File: src/rtl/lsu_pkg.sv
package lsu_pkg;

    localparam int XLEN  = 32;
    localparam int LANES = XLEN / 8;

    typedef enum logic [1:0] {
        TGT_NONE = 2'd0,
        TGT_RAM  = 2'd1,
        TGT_UART = 2'd2
    } target_e;

    // Request context carried from the request cycle into the response cycle
    typedef struct packed {
        logic        valid;
        logic        write;
        logic [2:0]  f3;
        logic [1:0]  lane;
        target_e     tgt;
        logic        err;
        logic        stat_hit;
    } req_meta_t;

    function automatic logic [LANES-1:0] lane_mask(input logic [1:0] sz, input logic [1:0] lane);
        logic [LANES-1:0] m;
        case (sz)
            2'b00:   m = 4'b0001 << lane;
            2'b01:   m = lane[1] ? 4'b1100 : 4'b0011;
            default: m = 4'b1111;
        endcase
        return m;
    endfunction

    function automatic logic size_legal(input logic wr, input logic [2:0] f3);
        logic ok;
        if (wr) ok = (f3 == 3'd0) || (f3 == 3'd1) || (f3 == 3'd2);
        else    ok = (f3 == 3'd0) || (f3 == 3'd1) || (f3 == 3'd2) || (f3 == 3'd4) || (f3 == 3'd5);
        return ok;
    endfunction

    function automatic logic is_aligned(input logic [1:0] sz, input logic [1:0] lane);
        logic ok;
        case (sz)
            2'b01:   ok = !lane[0];
            2'b10:   ok = (lane == 2'b00);
            default: ok = 1'b1;
        endcase
        return ok;
    endfunction

    function automatic logic [XLEN-1:0] extend_load(input logic [2:0] f3,
                                                    input logic [XLEN-1:0] word,
                                                    input logic [1:0] lane);
        logic [XLEN-1:0] s;
        logic [XLEN-1:0] r;
        s = word >> {lane, 3'b000};
        case (f3)
            3'd0:    r = {{24{s[7]}}, s[7:0]};
            3'd1:    r = {{16{s[15]}}, s[15:0]};
            3'd4:    r = {24'd0, s[7:0]};
            3'd5:    r = {16'd0, s[15:0]};
            default: r = s;
        endcase
        return r;
    endfunction

endpackage

File: src/rtl/lsu_decode.sv
module lsu_decode
    import lsu_pkg::*;
#(
    parameter logic [31:0] RAM_BASE   = 32'h0000_0000,
    parameter logic [31:0] RAM_BYTES  = 32'd65536,
    parameter logic [31:0] UART_BASE  = 32'h1000_0000,
    parameter logic [31:0] UART_BYTES = 32'd4096,
    parameter int          RAM_AW     = 14,
    parameter int          UART_OW    = 12
) (
    input  logic                valid,
    input  logic                write,
    input  logic [2:0]          f3,
    input  logic [31:0]         addr,
    output target_e             tgt,
    output logic                err,
    output logic [RAM_AW-1:0]   ram_word,
    output logic [UART_OW-1:0]  uart_off
);
    logic [31:0] ram_off;
    logic [31:0] uart_off_full;
    logic        in_ram;
    logic        in_uart;

    // Subtraction wraps for addresses below a base, so one compare bounds each window
    assign ram_off       = addr - RAM_BASE;
    assign uart_off_full = addr - UART_BASE;
    assign in_ram        = ram_off < RAM_BYTES;
    assign in_uart       = uart_off_full < UART_BYTES;

    always_comb begin
        if (in_ram)       tgt = TGT_RAM;
        else if (in_uart) tgt = TGT_UART;
        else              tgt = TGT_NONE;
    end

    assign err = valid && (!size_legal(write, f3) ||
                           !is_aligned(f3[1:0], addr[1:0]) ||
                           (tgt == TGT_NONE));

    assign ram_word = ram_off[RAM_AW+1:2];
    assign uart_off = uart_off_full[UART_OW-1:0];
endmodule

File: src/rtl/lsu_store_lanes.sv
module lsu_store_lanes
    import lsu_pkg::*;
(
    input  logic              en,
    input  logic [1:0]        sz,
    input  logic [1:0]        lane,
    input  logic [XLEN-1:0]   wdata_i,
    output logic [LANES-1:0]  be,
    output logic [XLEN-1:0]   wdata_o
);
    assign be = en ? lane_mask(sz, lane) : '0;

    for (genvar g = 0; g < LANES; g++) begin : g_lane
        assign wdata_o[8*g +: 8] = (sz == 2'b00) ? wdata_i[7:0] :
                                   (sz == 2'b01) ? wdata_i[8*(g%2) +: 8] :
                                                   wdata_i[8*g +: 8];
    end
endmodule

File: src/rtl/lsu_load_align.sv
module lsu_load_align
    import lsu_pkg::*;
(
    input  logic              live,
    input  logic [2:0]        f3,
    input  logic [1:0]        lane,
    input  logic [XLEN-1:0]   word,
    output logic [XLEN-1:0]   data
);
    assign data = live ? extend_load(f3, word, lane) : '0;
endmodule

File: src/rtl/lsu_uart_port.sv
module lsu_uart_port
    import lsu_pkg::*;
#(
    parameter int          UART_OW   = 12,
    parameter logic [31:0] TX_OFF    = 32'd0,
    parameter logic [31:0] STAT_OFF  = 32'd5
) (
    input  logic                clk,
    input  logic                rst,
    input  logic                acc_en,
    input  logic                acc_write,
    input  logic [UART_OW-1:0]  acc_off,
    input  logic [7:0]          acc_wbyte,
    input  logic                tx_ready,
    output logic                stat_hit,
    output logic [XLEN-1:0]     stat_word,
    output logic                tx_valid,
    output logic [7:0]          tx_data
);
    localparam logic [UART_OW-1:0] TX_OFF_V   = TX_OFF[UART_OW-1:0];
    localparam logic [UART_OW-1:0] STAT_OFF_V = STAT_OFF[UART_OW-1:0];
    localparam logic [1:0]         STAT_LANE  = STAT_OFF[1:0];

    logic tx_fire;
    logic stat_q;

    assign tx_fire  = acc_en && acc_write && (acc_off == TX_OFF_V);
    assign stat_hit = acc_en && !acc_write && (acc_off[UART_OW-1:2] == STAT_OFF_V[UART_OW-1:2]);

    always_ff @(posedge clk) begin
        if (rst) begin
            tx_valid <= 1'b0;
            tx_data  <= '0;
            stat_q   <= 1'b0;
        end else begin
            tx_valid <= tx_fire;
            stat_q   <= tx_ready;
            if (tx_fire) tx_data <= acc_wbyte;
        end
    end

    // Status byte placed in its lane so the common load extension applies
    assign stat_word = {{(XLEN-1){1'b0}}, stat_q} << {STAT_LANE, 3'b000};
endmodule

File: src/rtl/lsu_mmio.sv
module lsu_mmio
    import lsu_pkg::*;
#(
    parameter logic [31:0] RAM_BASE   = 32'h0000_0000,
    parameter logic [31:0] RAM_BYTES  = 32'd65536,
    parameter logic [31:0] UART_BASE  = 32'h1000_0000,
    parameter logic [31:0] UART_BYTES = 32'd4096,
    parameter logic [31:0] TX_OFF     = 32'd0,
    parameter logic [31:0] STAT_OFF   = 32'd5,
    localparam int         RAM_AW     = $clog2(RAM_BYTES) - 2,
    localparam int         UART_OW    = $clog2(UART_BYTES)
) (
    input  logic               clk,
    input  logic               rst,
    input  logic               req_valid,
    input  logic               req_write,
    input  logic [2:0]         req_funct3,
    input  logic [31:0]        req_addr,
    input  logic [31:0]        req_wdata,
    output logic               ram_req,
    output logic [3:0]         ram_be,
    output logic [RAM_AW-1:0]  ram_word_addr,
    output logic [31:0]        ram_wdata,
    input  logic [31:0]        ram_rdata,
    input  logic               tx_ready,
    output logic               tx_valid,
    output logic [7:0]         tx_data,
    output logic               resp_valid,
    output logic [31:0]        resp_data,
    output logic               resp_err
);
    target_e               tgt;
    logic                  dec_err;
    logic [UART_OW-1:0]    uart_off;
    logic                  go;
    logic                  stat_hit;
    logic [XLEN-1:0]       stat_word;
    logic [XLEN-1:0]       raw_word;
    logic                  live;
    req_meta_t             meta_d;
    req_meta_t             meta_q;

    lsu_decode #(
        .RAM_BASE   (RAM_BASE),
        .RAM_BYTES  (RAM_BYTES),
        .UART_BASE  (UART_BASE),
        .UART_BYTES (UART_BYTES),
        .RAM_AW     (RAM_AW),
        .UART_OW    (UART_OW)
    ) u_decode (
        .valid    (req_valid),
        .write    (req_write),
        .f3       (req_funct3),
        .addr     (req_addr),
        .tgt      (tgt),
        .err      (dec_err),
        .ram_word (ram_word_addr),
        .uart_off (uart_off)
    );

    assign go      = req_valid && !dec_err;
    assign ram_req = go && (tgt == TGT_RAM);

    lsu_store_lanes u_lanes (
        .en      (ram_req && req_write),
        .sz      (req_funct3[1:0]),
        .lane    (req_addr[1:0]),
        .wdata_i (req_wdata),
        .be      (ram_be),
        .wdata_o (ram_wdata)
    );

    lsu_uart_port #(
        .UART_OW  (UART_OW),
        .TX_OFF   (TX_OFF),
        .STAT_OFF (STAT_OFF)
    ) u_uart (
        .clk       (clk),
        .rst       (rst),
        .acc_en    (go && (tgt == TGT_UART)),
        .acc_write (req_write),
        .acc_off   (uart_off),
        .acc_wbyte (req_wdata[7:0]),
        .tx_ready  (tx_ready),
        .stat_hit  (stat_hit),
        .stat_word (stat_word),
        .tx_valid  (tx_valid),
        .tx_data   (tx_data)
    );

    always_comb begin
        meta_d.valid    = req_valid;
        meta_d.write    = req_write;
        meta_d.f3       = req_funct3;
        meta_d.lane     = req_addr[1:0];
        meta_d.tgt      = dec_err ? TGT_NONE : tgt;
        meta_d.err      = dec_err;
        meta_d.stat_hit = stat_hit;
    end

    always_ff @(posedge clk) begin
        if (rst) meta_q <= '0;
        else     meta_q <= meta_d;
    end

    always_comb begin
        case (meta_q.tgt)
            TGT_RAM:  raw_word = ram_rdata;
            TGT_UART: raw_word = meta_q.stat_hit ? stat_word : '0;
            default:  raw_word = '0;
        endcase
    end

    assign live = meta_q.valid && !meta_q.err && !meta_q.write;

    lsu_load_align u_align (
        .live (live),
        .f3   (meta_q.f3),
        .lane (meta_q.lane),
        .word (raw_word),
        .data (resp_data)
    );

    assign resp_valid = meta_q.valid;
    assign resp_err   = meta_q.valid && meta_q.err;
endmodule

File: config.mk
export PLATFORM = sky130hd
export DESIGN_NAME = lsu_mmio
export DESIGN_NICKNAME = d
export VERILOG_FILES = /design/src/rtl/lsu_pkg.sv /design/src/rtl/lsu_decode.sv /design/src/rtl/lsu_store_lanes.sv /design/src/rtl/lsu_load_align.sv /design/src/rtl/lsu_uart_port.sv /design/src/rtl/lsu_mmio.sv
export SDC_FILE = /design/constraint.sdc
export NUM_CORES = 1
export LEC_CHECK = 0
export ABC_AREA = 1
export CAP_MARGIN = 25
export CORE_MARGIN = 3
export CORE_UTILIZATION = 34
export CTS_CLUSTER_DIAMETER = 200
export DETAILED_ROUTE_END_ITERATION = 8
export GPL_ROUTABILITY_DRIVEN = 0
export HOLD_SLACK_MARGIN = 0.02
export PLACE_DENSITY = 0.95
export SLEW_MARGIN = 10
export SYNTH_ARGS = -nofsm -noshare
export SYNTH_HDL_FRONTEND = slang
export SYNTH_SLANG_ARGS = --single-unit
File: constraint.sdc
create_clock -name clk -period 3 [get_ports clk]
set_clock_uncertainty 0.15 [all_clocks]
set_input_delay 0.6 -clock clk [delete_from_list [all_inputs] [get_ports clk]]
set_output_delay 0.6 -clock clk [all_outputs]
set_load 0.005 [all_outputs]
==> flow_summary_export.csv <==
group,metric,value,unit
detailed_routing,ant_nets,0,
place,hpwlAfterDp,8630,um
clock_network,cts_tree,"done",
power_and_ir_drop,combPwrFrac,50.5,%
die,die_area,8360,um^2
final_layout,final_util,69.6,%
clock_network,cts.clk_slew.worst_paths,0.07,ns
die,coreArea,6940,um^2
clock_network,cts-htree-levels,1,
global_route,grt_max_degree,25,
power_and_ir_drop,p_sw_share,30.8,%
yosys,syn_area,2480,um^2
power_and_ir_drop,p_per_area,197,nW/um^2
final_layout,nets,741,
job,cap_violations,0,
global_route,grt_pass1_wl,16800,um
final_layout,finalNonFillerCells,727,
global_route,grt_pass1_vias,3609,
detailed_routing,vias,3605,
worst_setup_path,path_max_fanout,6,
timing,slew_headroom,65.1,%
yosys,ys_ff_latch,21,
timing,tns,0,ns
yosys,synth_area_leaders,"dfxtp_1, nand2_1, inv_1, nor2_1, buf_4",
power_and_ir_drop,p_leak,2.32,nW
clock_network,root_buffer,"clkbuf_8",
worst_setup_path,path_class,"primary input to primary output",
hold_path,hold_path.class,"flop to flop",
power_and_ir_drop,power_frac_clock,19.1,%
worst_setup_path,cp.required,2.25,ns
yosys,synth.net_count,532,
die,io_pins,198,
power_and_ir_drop,power_frac_seq,30.4,%
timing,timing.final.crit_share,98.1,%
timing,maxSlewViolCount,0,
yosys,synth_area_per_cell,5.87,um^2
die,rows,30,
place,postPlaceCellArea,4580,um^2
timing,worst_pin_slew,0.524,ns
power_and_ir_drop,ir_worst_vdd,174,uV
timing,hold_viol_final,0,
detailed_routing,post-route-drc-count,0,
detailed_routing,vias_per_cell,4.96,
place,place_inst,709,
yosys,ys_types,39,
worst_setup_path,worstSetupStartpoint,"ram_rdata[7]",
global_route,antenna_found_initial,0,
worst_setup_path,startpoint_type,"primary input",
yosys,ys_seq_area_share,16.9,%
timing,min_period,2.94,ns
clock_network,cts_made_buffers,3,
clock_network,holdBufCountCts,0,
detailed_routing,wirelength,10700,um
yosys,yosys_warnings,0,
final_layout,layout-drive-gt1-share,20.0,%
global_route,gr-total-overflow,0,
power_and_ir_drop,p_sw,0.292,mW
run_status,status,"finished clean",
worst_setup_path,crit_arrival,2.19,ns
final_layout,area_growth_syn_to_layout,94.6,%
worst_setup_path,regToRegStartpoint,"u_uart.tx_data[6]",
global_route,grt_usage,24.3,%
worst_setup_path,crit_path_end_kind,"primary output",
clock_network,cts_sinks,21,
detailed_routing,wire_per_inst,14.7,um
final_layout,fin_area,4830,um^2
timing,finalSetupViolations,0,
die,start_util,35.7,%
yosys,netlist.area_leader.share,16.9,%
final_layout,diodes,0,
detailed_routing,drt_iter0_drc,135,
clock_network,insertion_delay,0.25,ns
yosys,yosysTopAreaCell,"dfxtp_1",
yosys,syn-instance-count,423,
clock_network,clockBufferDepth,2,
detailed_routing,dr.pass1.iters,5,
place,io_buffers,197,
hold_path,hp-start,"u_uart.tx_data[3]",
timing,max_freq,340,MHz
power_and_ir_drop,power.internal,0.659,mW
die,dieHeight,91.4,um
die,fp.dieW,91.4,um
final cells by class:
cell class                 count  area, um^2
tap                           96         120
timing repair buffer         243        2290
fill                         544        2110
multi-input combinational    298        1700
inverter                      65         254
clock buffer                   3        41.3
clock inverter                 1        7.51
sequential                    21         420
Yosys cell counts:
library cell	number
nor2_4	2
nor3_1	2
nand3_2	1
nand3_1	24
ha_1	5
o21ai_1	1
buf_2	4
inv_4	1
inv_2	5
buf_6	2
a22oi_1	5
or2_1	1
or2_2	2
nand2_8	1
o21a_1	1
nand2_4	4
nor2_2	5
a211oi_1	1
a221oi_1	7
nor3_2	1
a21oi_1	25
o22ai_1	6
dfxtp_1	21
nor3_4	1
nand3_4	1
nor2_1	54
nand2_1	97
clkinv_1	1
a32o_1	1
nand3b_1	2
nor4_1	2
inv_6	1
a21oi_2	10
o21ai_0	25
clkbuf_1	11
inv_1	57
nand2_2	3
buf_4	23
o211ai_1	7
critical path, cell delays in order:
cell             delay (ns)
clkdlybuf4s50_1        0.47
nand2_1                0.07
o211ai_1               0.09
o21a_1                 0.20
nand2_2                0.09
nand3_4                0.10
buf_6                  0.13
nand2_8                0.06
buf_6                  0.15
a21oi_2                0.10
buf_2                  0.12
timing repair:
item                                    in CTS  in global routing
cloned                                       2                  0
pin swaps                                   25                 18
endpoints found under the setup margin      54                 32
buffers inserted                            11                  1
resized for setup                          102                 40
final timing paths:
path / to / slack (ns) / depth (start not counted)
worst max-delay path: resp_data[26] / 0.06 / 11
worst min-delay path: u_uart.tx_data[3] / 0.34 / 2
worst max register to register: u_uart.tx_data[6] / 2.28 / 2
worst min register to register: u_uart.tx_data[3] / 0.34 / 2
placed cells by master (no fill, tap or decap), drive strengths merged, types with 6 or more instances in the layout:
cell type / instances
a21oi: 35
a221oi: 7
buf: 52
clkbuf: 7
clkdlybuf4s15: 7
clkdlybuf4s50: 133
dfxtp: 21
dlygate4sd2: 39
dlymetal6s2s: 7
inv: 64
nand2: 106
nand3: 26
nor2: 61
o211ai: 7
o21ai: 26
o22ai: 6
per-layer routing:
layer  vias up  part of all wire, %  wire length (um)  global-route usage (%)
met2       247                   53              5650                    47.3
met5         -                    0                 0                       0
met3        32                   11              1130                    5.63
li1       1756                    -                 -                       -
met4         0                  3.2               342                    9.80
met1      1570                   33              3590                    24.5
power by group through the flow:
stage	logic [mW]	registers (mW)	clock network, mW
2_1_floorplan	0.163	0.294	0
5_1_grt	0.517	0.290	0.198
3_3_place_gp	0.445	0.295	0
4_1_cts	0.474	0.289	0.184
6_report	0.481	0.289	0.181
3_5_place_dp	0.457	0.295	0
state kept, by name, indices dropped and copies added (netlist names):
register / cells
resp_valid: 1
meta_q: 10
u_uart.tx_valid: 1
u_uart.stat_q: 1
u_uart.tx_data: 8
cell families (layout without fill, tap and decap cells):
kind of cell    after synthesis  in the layout  share of synthesized area (%)
compound gates               89             89                           22.4
buf+inv                     105            312                           20.5
simple gates                203            204                           37.7
flops                        21             21                           16.9
fa+ha+maj                     5              5                           2.52
stage by stage:
stage / total power [mW] / setup WS [ns] / hold WS (ns)
final: 0.951 / 0.0558 / 0.340
after global routing: 1.00 / -0.00446 / 0.356
after CTS: 0.947 / -0.0993 / 0.344
after detailed placement: 0.752 / -0.595 / 0.326
after global placement: 0.740 / -0.515 / 0.313
after floorplan: 0.457 / 0.350 / 0.330
Power figures use the tool's default switching activity.
